[src/rtl/amm_pkg.sv]
package amm_pkg;
  localparam int unsigned CELL_BITS = 4;
  localparam int unsigned MUL_BITS  = 2 * CELL_BITS;
endpackage

[src/rtl/amm_fa.sv]
module amm_fa (
  input  logic a_i,
  input  logic b_i,
  input  logic c_i,
  output logic s_o,
  output logic c_o
);
  assign s_o = a_i ^ b_i ^ c_i;
  assign c_o = (a_i & b_i) | (a_i & c_i) | (b_i & c_i);
endmodule

[src/rtl/amm_cell.sv]
module amm_cell #(
  parameter int unsigned N = amm_pkg::CELL_BITS
) (
  input  logic [N-1:0]   a,
  input  logic [N-1:0]   x,
  input  logic [N-1:0]   b,
  input  logic [N-1:0]   y,
  output logic [2*N-1:0] p
);
  localparam int unsigned PW = 2 * N;

  // running upper sum entering each row; row 0 is seeded by addend b
  logic [N-1:0] acc [0:N];
  assign acc[0] = b;

  for (genvar j = 0; j < N; j++) begin : g_row
    logic [N:0]   cy;
    logic [N-1:0] sm;
    assign cy[0] = y[j];          // second addend enters as row carry-in
    for (genvar i = 0; i < N; i++) begin : g_col
      amm_fa u_fa (
        .a_i (a[i] & x[j]),
        .b_i (acc[j][i]),
        .c_i (cy[i]),
        .s_o (sm[i]),
        .c_o (cy[i+1])
      );
    end
    assign p[j]     = sm[0];
    assign acc[j+1] = {cy[N], sm[N-1:1]};
  end

  assign p[PW-1:N] = acc[N];

  // array result matches arithmetic multiply-add
  always_comb begin
    assert_cell_sum_R1: assert (p == ({{N{1'b0}}, a} * {{N{1'b0}}, x}
                                   + {{N{1'b0}}, b} + {{N{1'b0}}, y}))
      else $error("cell sum mismatch");
  end

  // zero addends leave a plain product
  always_comb begin
    if (b == '0 && y == '0)
      assert_cell_plain_R3: assert (p == {{N{1'b0}}, a} * {{N{1'b0}}, x})
        else $error("cell plain product mismatch");
  end
endmodule

[src/rtl/amm_mul.sv]
module amm_mul #(
  parameter int unsigned W = amm_pkg::MUL_BITS
) (
  input  logic [W-1:0]   op_a,
  input  logic [W-1:0]   op_x,
  output logic [2*W-1:0] prod
);
  localparam int unsigned H = W / 2;

  logic [H-1:0] a_lo, a_hi, x_lo, x_hi;
  logic [W-1:0] p_ll, p_hl, p_lh, p_hh;
  logic [H-1:0] zero_h;

  assign {a_hi, a_lo} = op_a;
  assign {x_hi, x_lo} = op_x;
  assign zero_h = '0;

  // low x low, no addends
  amm_cell #(.N(H)) u_ll (.a(a_lo), .x(x_lo), .b(zero_h),     .y(zero_h),     .p(p_ll));
  // high x low absorbs the upper half of the low product
  amm_cell #(.N(H)) u_hl (.a(a_hi), .x(x_lo), .b(p_ll[W-1:H]), .y(zero_h),    .p(p_hl));
  // low x high absorbs the lower half of the first cross term
  amm_cell #(.N(H)) u_lh (.a(a_lo), .x(x_hi), .b(p_hl[H-1:0]), .y(zero_h),    .p(p_lh));
  // high x high absorbs both cross-term upper halves
  amm_cell #(.N(H)) u_hh (.a(a_hi), .x(x_hi), .b(p_hl[W-1:H]), .y(p_lh[W-1:H]), .p(p_hh));

  assign prod = {p_hh, p_lh[H-1:0], p_ll[H-1:0]};

  // composed product equals arithmetic product
  always_comb begin
    assert_prod_R4: assert (prod == {{W{1'b0}}, op_a} * {{W{1'b0}}, op_x})
      else $error("product mismatch");
  end

  // zero operand annihilates
  always_comb begin
    if (op_a == '0 || op_x == '0)
      assert_zero_R5: assert (prod == '0) else $error("zero operand nonzero product");
  end

  // unit operand passes the other through
  always_comb begin
    if (op_a == W'(1))
      assert_unit_R7: assert (prod == {{W{1'b0}}, op_x}) else $error("unit operand mismatch");
  end

  // lowest nibble depends only on the low halves
  always_comb begin
    assert_low_nib_R8: assert (prod[H-1:0] == H'(a_lo * x_lo)) else $error("low nibble mismatch");
  end
endmodule

[config.mk]
export PLATFORM = sky130hd
export DESIGN_NAME = amm_mul
export DESIGN_NICKNAME = d
export VERILOG_FILES = /design/src/rtl/amm_pkg.sv /design/src/rtl/amm_fa.sv /design/src/rtl/amm_cell.sv /design/src/rtl/amm_mul.sv
export SDC_FILE = /design/constraint.sdc
export NUM_CORES = 1
export LEC_CHECK = 0
export BUFFER_PORTS_ARGS = -buffer_cell sky130_fd_sc_hd__buf_2
export CORE_ASPECT_RATIO = 0.6
export CORE_UTILIZATION = 58
export DETAILED_ROUTE_END_ITERATION = 12
export PLACE_DENSITY_LB_ADDON = 0.3
export SLEW_MARGIN = 40
export SYNTH_ARGS = -nofsm -noshare
export SYNTH_HDL_FRONTEND = slang
export SYNTH_SLANG_ARGS = --single-unit
[constraint.sdc]
create_clock -name vclk -period 59.1
set_input_delay 11.82 -clock vclk [all_inputs]
set_output_delay 11.82 -clock vclk [all_outputs]
set_load 0.05 [all_outputs]
==> results of run 1 <==
[path summary, 6_finish.rpt]
kind	cells past startpoint	endpoint	from
worst max-delay path	45	prod[14]	op_x[1]
worst min-delay path	3	prod[0]	op_a[0]
[through the flow]
stage	worst slack (ns)	hold WS [ns]	cells	util, %
after global placement	22.51	24.11	251	64.63
after floorplan	23.04	23.92	193	-
after detailed placement	22.22	24.11	251	64.63
final	22.35	24.11	251	64.63
after CTS	22.23	24.11	251	64.63
after global routing	21.88	24.14	251	64.63
[per-layer routing]
| layer | global-route usage, % | vias to the layer above | wire, um |
|---|---|---|---|
| li1 | - | 555 | - |
| met1 | 30.51 | 571 | 1360 |
| met2 | 37.41 | 17 | 1537 |
| met3 | 0.8929 | 2 | 61 |
| met4 | 1.923 | 0 | 14 |
| met5 | 0 | - | 0 |
[worst max-delay path: cells and delay by family]
kind          cells  cell delay, ns
fa+ha+maj        28           11.72
buf+inv          16            1.23
simple gates      1            0.16
[layout make-up]
type / instances / share of cell area (%)
multi-input combinational: 124 / 77.96
inverter: 53 / 10.65
timing repair buffer: 32 / 8.573
tap: 42 / 2.813
[cells in the mapped netlist]
| cell | number | share of area, % |
|---|---|---|
| and2_1 | 42 | 15 |
| buf_4 | 16 | 6.8 |
| fa_1 | 48 | 54 |
| ha_1 | 12 | 8.5 |
| inv_1 | 53 | 11 |
| nand2_1 | 22 | 4.7 |
[logic make-up (layout without fill, tap and decap cells)]
group         after synthesis  in the layout  share of synthesized area, %
fa+ha+maj                  60             60                         62.58
buf+inv                    69             85                         17.97
simple gates               64             64                         19.45
[cells in the final DEF, fill, tap and decap left out]
master / n
and2_1: 42
buf_2: 32
fa_1: 48
ha_1: 12
inv_1: 53
nand2_1: 22
==> run metrics, run 1 <==
fin crit period=roughly 37 ns; Mean Syn Cell Area=9.199 um2; starting density of the core=roughly three fifths; CP Capture Type=primary output; Top Ports=32; max_cap viols=0; Post CTS Setup Buffer Count=0; CP required=47.28 ns; GRT Total Usage=20.98%; outcome=complete, no violations; register area=0 um2; die height=44.86 um; DRC Markers=0; via count=between 1000 and 1500; critical path peak fanout=8; HP Class=input pin to primary output; global-route wire length before repair=5244 um; Syn Std Cell Area=approximately 0.0018 mm2; vias in the first global route=between 1000 and 1500; Final Hold Viols=0; routability cong.=0.7759; CTS resizes=0; number of buffers added on ports=32; post-detail-place hpwl=between 2000 and 3000 um; cell area after layout=between 0.0015 and 0.002 mm2; Site Rows=15; Top cell by count, worst path=fa_1; crit start category=input pin; die area=0.003293 mm2; post-synth cell types=6; # hold bufs at CTS=0; final WL=2974 um; DIE WIDTH=73.43 um; relative slew slack=83.18%; Total Nets Final=287; routed len/inst=roughly 12 um; n_diodes=0; drt pass-1 iters=4; Detail Route Antenna Nets=0; initial drt markers=24; Post-DP Area=0.001868 mm2; critical path type=input pin to primary output; Worst Path Arrival=24.93 ns; largest net degree at the start of global routing=9; multi-input gate area in the final layout=0.001456 mm2; Vias/cell=4.562; Post-Syn Instances=a little under 200; Yosys warnings=0; worst slew pin tran=about 0.25 ns; grt ovf=0; setup tns final=0 ns; Slew Viols, Final=0; initial antenna violation count=0; Crit path largest cell delay=0.54 ns; share of post-route cells with drive strength above 1=between 15 and 20%; clock buffers=0; Synth Net Count=269; sequential area share after synthesis=0%; sequential cells=0; fmax=27.21 MHz; Final setup violation count=0; area grow syn2layout=5.215%; setup repair after global routing missed its margin=no; core area=0.002890 mm2; period utilisation layout=between 60% and 70%; CP max stage cell=fa_1; fillers=261
Power of run 1 is left out: the tool's default activity adds up to more than one toggle a clock period on the data nets, which glitch-free logic cannot reach.
==> run 2, diff against run 1 <==
--- a/config.mk
+++ b/config.mk
@@ -7,7 +7,7 @@
 export LEC_CHECK = 0
 export BUFFER_PORTS_ARGS = -buffer_cell sky130_fd_sc_hd__buf_2
 export CORE_ASPECT_RATIO = 0.6
-export CORE_UTILIZATION = 58
+export CORE_UTILIZATION = 54
 export DETAILED_ROUTE_END_ITERATION = 12
 export PLACE_DENSITY_LB_ADDON = 0.3
 export SLEW_MARGIN = 40
==> constraint.sdc (replaced) <==
create_clock -name vclk -period 30.5
set_input_delay 6.1 -clock vclk [all_inputs]
set_output_delay 6.1 -clock vclk [all_outputs]
set_load 0.05 [all_outputs]
==> run metrics, run 2 (synthesis results as in run 1) <==
global-route wire length before repair=4747 um (-9.5%); hold path start=op_a[0]; die area=0.003529 mm2 (+7.1%); CP required=24.40 ns (-22.88 ns); sequential cells=0 (unchanged); Top cell by count, worst path=fa_1; Detail Route Antenna Nets=0 (unchanged); n_diodes=0 (unchanged); Largest delay share family, worst path=adder cells; HP Class=input pin to primary output; Final Hold Viols=0 (unchanged); initial antenna violation count=0 (unchanged); CP max stage cell=fa_1; commonest non-fill, non-tap cell in the layout=inv_1; critical path peak fanout=8 (unchanged); CP Capture Type=primary output; largest net degree at the start of global routing=9 (unchanged); DRC Markers=0 (unchanged); crit start category=input pin; via count=1109 (-3.1%); area grow syn2layout=5.215% (unchanged); most frequent cells in the layout=inv_1, fa_1, and2_1; fmax=39.68 MHz; fin crit period=25.20 ns; routability cong.=0.7874 (+1.5%); period utilisation layout=82.63%; critical path type=input pin to primary output; core area=0.003003 mm2 (+3.9%); setup repair after global routing missed its margin=no; CTS resizes=0 (unchanged); Top Ports=32 (unchanged); Vias/cell=4.418 (-3.1%); # hold bufs at CTS=0 (unchanged); clock buffers=0 (unchanged); CP bufs+invs=16 (unchanged); Worst Hold End=prod[0]; final WL=2608 um (-12%); drt pass-1 iters=4 (unchanged); Hold WS=12.68 ns (-11.43 ns); Hold Crit Depth=3 (unchanged); starting density of the core=59.13% (-2.3 points); DIE WIDTH=76.03 um (+3.5%); number of buffers added on ports=32 (unchanged); GRT Total Usage=17.11% (-3.9 points); share of post-route cells with drive strength above 1=15.31% (unchanged); worst slew pin tran=0.2550 ns (+0.0009016 ns); cell area after layout=0.001868 mm2 (unchanged); register area=0 um2 (unchanged); Final setup violation count=0 (unchanged); fillers=298 (+14%); Worst Path Arrival=19.10 ns (-5.83 ns); post-detail-place hpwl=2507 um (-13%); Total Nets Final=287 (unchanged); initial drt markers=43 (+79%); Slew Viols, Final=0 (unchanged); setup tns final=0 ns (unchanged); routed len/inst=10.39 um (-12%); die height=46.42 um (+3.5%); vias in the first global route=1018 (-11%); relative slew slack=83.12% (about the same); grt ovf=0 (unchanged); Post CTS Setup Buffer Count=0 (unchanged); outcome=complete, no violations; Post-DP Area=0.001868 mm2 (unchanged); Crit path largest cell delay=0.51 ns (-0.03 ns); fin util=62.21% (-2.4 points); Site Rows=15 (unchanged); max_cap viols=0 (unchanged)
## run 2: cell counts in the layout (fill, tap and decap cells not counted)
Identical to the previous run, type by type.
## run 2: worst max path at each step
stage | from | to | slack, ns | depth (start not counted)
after global routing | op_a[1] | prod[14] | 4.82 | 45
final | op_a[0] | prod[14] | 5.30 | 45
after global placement | op_a[1] | prod[14] | 5.30 | 45
after CTS | op_a[0] | prod[14] | 5.23 | 45
after detailed placement | op_a[0] | prod[14] | 5.25 | 45
after floorplan | op_a[0] | prod[14] | 5.88 | 44
## run 2: per-layer routing
metal	global-route usage, %	wire length, um	vias to the layer above
met5	0	0	-
met3	0.1980	65	0
met2	26.91	1087	16
met4	0	0	0
li1	-	-	555
met1	28.35	1454	538
## run 2: layout make-up
cell class | count | area, um2 | area share, %
tap | 42 | 52.55 | 2.813
multi-input combinational | 124 | 1456 | 77.96
inverter | 53 | 198.9 | 10.65
timing repair buffer | 32 | 160.2 | 8.573
## run 2: per-stage QoR
step / cells / setup WS, ns
after global routing: 251 / 4.820
after CTS: 251 / 5.226
after detailed placement: 251 / 5.245
after floorplan: 193 / 5.875
final: 251 / 5.297
after global placement: 251 / 5.305
Power of run 2 is left out for the same reason.
==> run 3, diff against run 2 <==
--- a/config.mk
+++ b/config.mk
@@ -5,9 +5,10 @@
 export SDC_FILE = /design/constraint.sdc
 export NUM_CORES = 1
 export LEC_CHECK = 0
+export ABC_AREA = 1
 export BUFFER_PORTS_ARGS = -buffer_cell sky130_fd_sc_hd__buf_2
 export CORE_ASPECT_RATIO = 0.6
-export CORE_UTILIZATION = 54
+export CORE_UTILIZATION = 55
 export DETAILED_ROUTE_END_ITERATION = 12
 export PLACE_DENSITY_LB_ADDON = 0.3
 export SLEW_MARGIN = 40
==> constraint.sdc (replaced) <==
create_clock -name vclk -period 23
set_input_delay 4.6 -clock vclk [all_inputs]
set_output_delay 4.6 -clock vclk [all_outputs]
set_load 0.05 [all_outputs]
==> run metrics, run 3 <==
Top Ports=32 (unchanged); Mean Syn Cell Area=8.001 um2 (-13%); hold path start=op_a[0]; top-area cell type share of the netlist area=47.85% (-6.3 points); Post CTS Setup Buffer Count=0 (unchanged); commonest non-fill, non-tap cell in the layout=inv_1; Detail Route Antenna Nets=0 (unchanged); clock buffers=0 (unchanged); setup repair after global routing missed its margin=no; DRC Markers=0 (unchanged); Post-synth top cells=inv_1, nand2_1, fa_1, buf_4, buf_6; area grow syn2layout=-4.174%; setup tns final=0 ns (unchanged); Inst Count DP=296 (+18%); Worst Hold End=prod[0]; GRT Total Usage=17.39% (+0.28 points); most frequent cell after synthesis=inv_1; vias in the first global route=1199 (+18%); period utilisation layout=96.38%; Total Nets Final=329 (+15%); die height=48.81 um (+5.1%); worst slew pin tran=0.2545 ns (-0.0004692 ns); Crit path largest cell delay=0.52 ns (about the same); Vias/cell=4.179 (-5.4%); post-detail-place hpwl=2785 um (+11%); fmax=around 45 MHz; initial antenna violation count=0 (unchanged); sequential cells=0 (unchanged); Hold WS=9.647 ns (-3.029 ns); Syn Std Cell Area=0.002008 mm2 (+13%); fin worst setup slack=0.8333 ns (-4.464 ns); share of post-route cells with drive strength above 1=12.75% (-2.6 points); largest net degree at the start of global routing=9 (unchanged); CTS resizes=0 (unchanged); Non-Filler Instances=296 (+18%); HP Class=input pin to primary output; routed len/inst=9.845 um (-5.3%); Hold Crit Depth=4 (+1); outcome=complete, no violations; grt ovf=0 (unchanged); via count=1237 (+12%); relative slew slack=83.15% (about the same); max_cap viols=0 (unchanged); fillers=348 (+17%); Site Rows=16 (+1); crit start category=input pin; critical path type=input pin to primary output; initial drt markers=47 (+9.3%); n_diodes=0 (unchanged); top area cells in the synthesized netlist=fa_1, inv_1, nand2_1; Final setup violation count=0 (unchanged); drt pass-1 iters=4 (unchanged); DIE WIDTH=80.01 um (+5.2%); Post-Syn Instances=251 (+30%); Slew Viols, Final=0 (unchanged); routability cong.=0.8097 (+2.8%); Top cell by count, worst path=fa_1; Worst Path Arrival=17.57 ns (-1.53 ns); number of buffers added on ports=32 (unchanged); critical path peak fanout=8 (unchanged); global-route wire length before repair=5416 um (+14%); dpl ws=0.7035 ns (-4.542 ns); Yosys warnings=0 (unchanged); core area=0.003363 mm2 (+12%); CP Capture Type=primary output; starting density of the core=59.71% (+0.58 points); Final Hold Viols=0 (unchanged); fin crit period=~22 ns; CP required=18.40 ns (-6.00 ns); final WL=2914 um (+12%); most frequent cells in the layout=inv_1, nand2_1, fa_1; die area=0.003905 mm2 (+11%); # hold bufs at CTS=0 (unchanged); sequential area share after synthesis=0% (unchanged); post-synth cell types=6 (unchanged); CP max stage cell=fa_1; register area=0 um2 (unchanged); largest area contributor in the synthesized netlist=fa_1; Synth Net Count=327 (+22%)
run 3: cell count changes in the layout (fill, tap and decap cells not counted):
cell     delta
and2_1     -42
nand2_1    +42
inv_1      +42
run 3: routing by layer:
| layer | up-vias | GRT usage (%) | part of all wire (%) |
|---|---|---|---|
| met5 | - | 0 | 0 |
| met4 | 0 | 0 | 0 |
| met3 | 0 | 0 | 3.6 |
| met2 | 25 | 24.93 | 39 |
| met1 | 574 | 31.14 | 57 |
| li1 | 638 | - | - |
run 3: how the worst max path moves through the flow:
stage / start / end / slack (ns) / cells after the start
after CTS: op_a[0] / prod[14] / 0.69 / 46
after global placement: op_a[0] / prod[14] / 0.82 / 46
after detailed placement: op_a[0] / prod[14] / 0.70 / 46
final: op_a[0] / prod[14] / 0.83 / 46
after global routing: op_a[0] / prod[14] / 0.23 / 46
after floorplan: op_a[0] / prod[14] / 1.32 / 46
run 3: through the flow:
stage	instance area [um2]	utilization (%)
floorplan	2008	-
global placement	1924	57.22
detailed placement	1924	57.22
CTS	1924	57.22
global route	1924	57.22
finish	1924	57.22
run 3: cell families after synthesis:
family,Yosys count,share of synthesized area (%)
adder cells (fa/ha/maj),60,55.33
AND/OR/NAND/NOR,64,11.96
buffers and inverters,127,32.71
run 3: critical path, delay by kind of cell:
kind | cells | cell delay (ns)
adder cells (fa/ha/maj) | 28 | 11.60
buffers and inverters | 17 | 1.25
AND/OR/NAND/NOR | 1 | 0.08
run 3: layout make-up:
| cell class | instances | area, um2 | area share (%) |
|---|---|---|---|
| Timing Repair Buffer | 32 | 160.2 | 8.322 |
| Tap cell | 45 | 56.30 | 2.926 |
| Multi-Input combinational cell | 124 | 1351 | 70.22 |
| Inverter | 95 | 356.6 | 18.53 |
Power of run 3 is left out for the same reason.
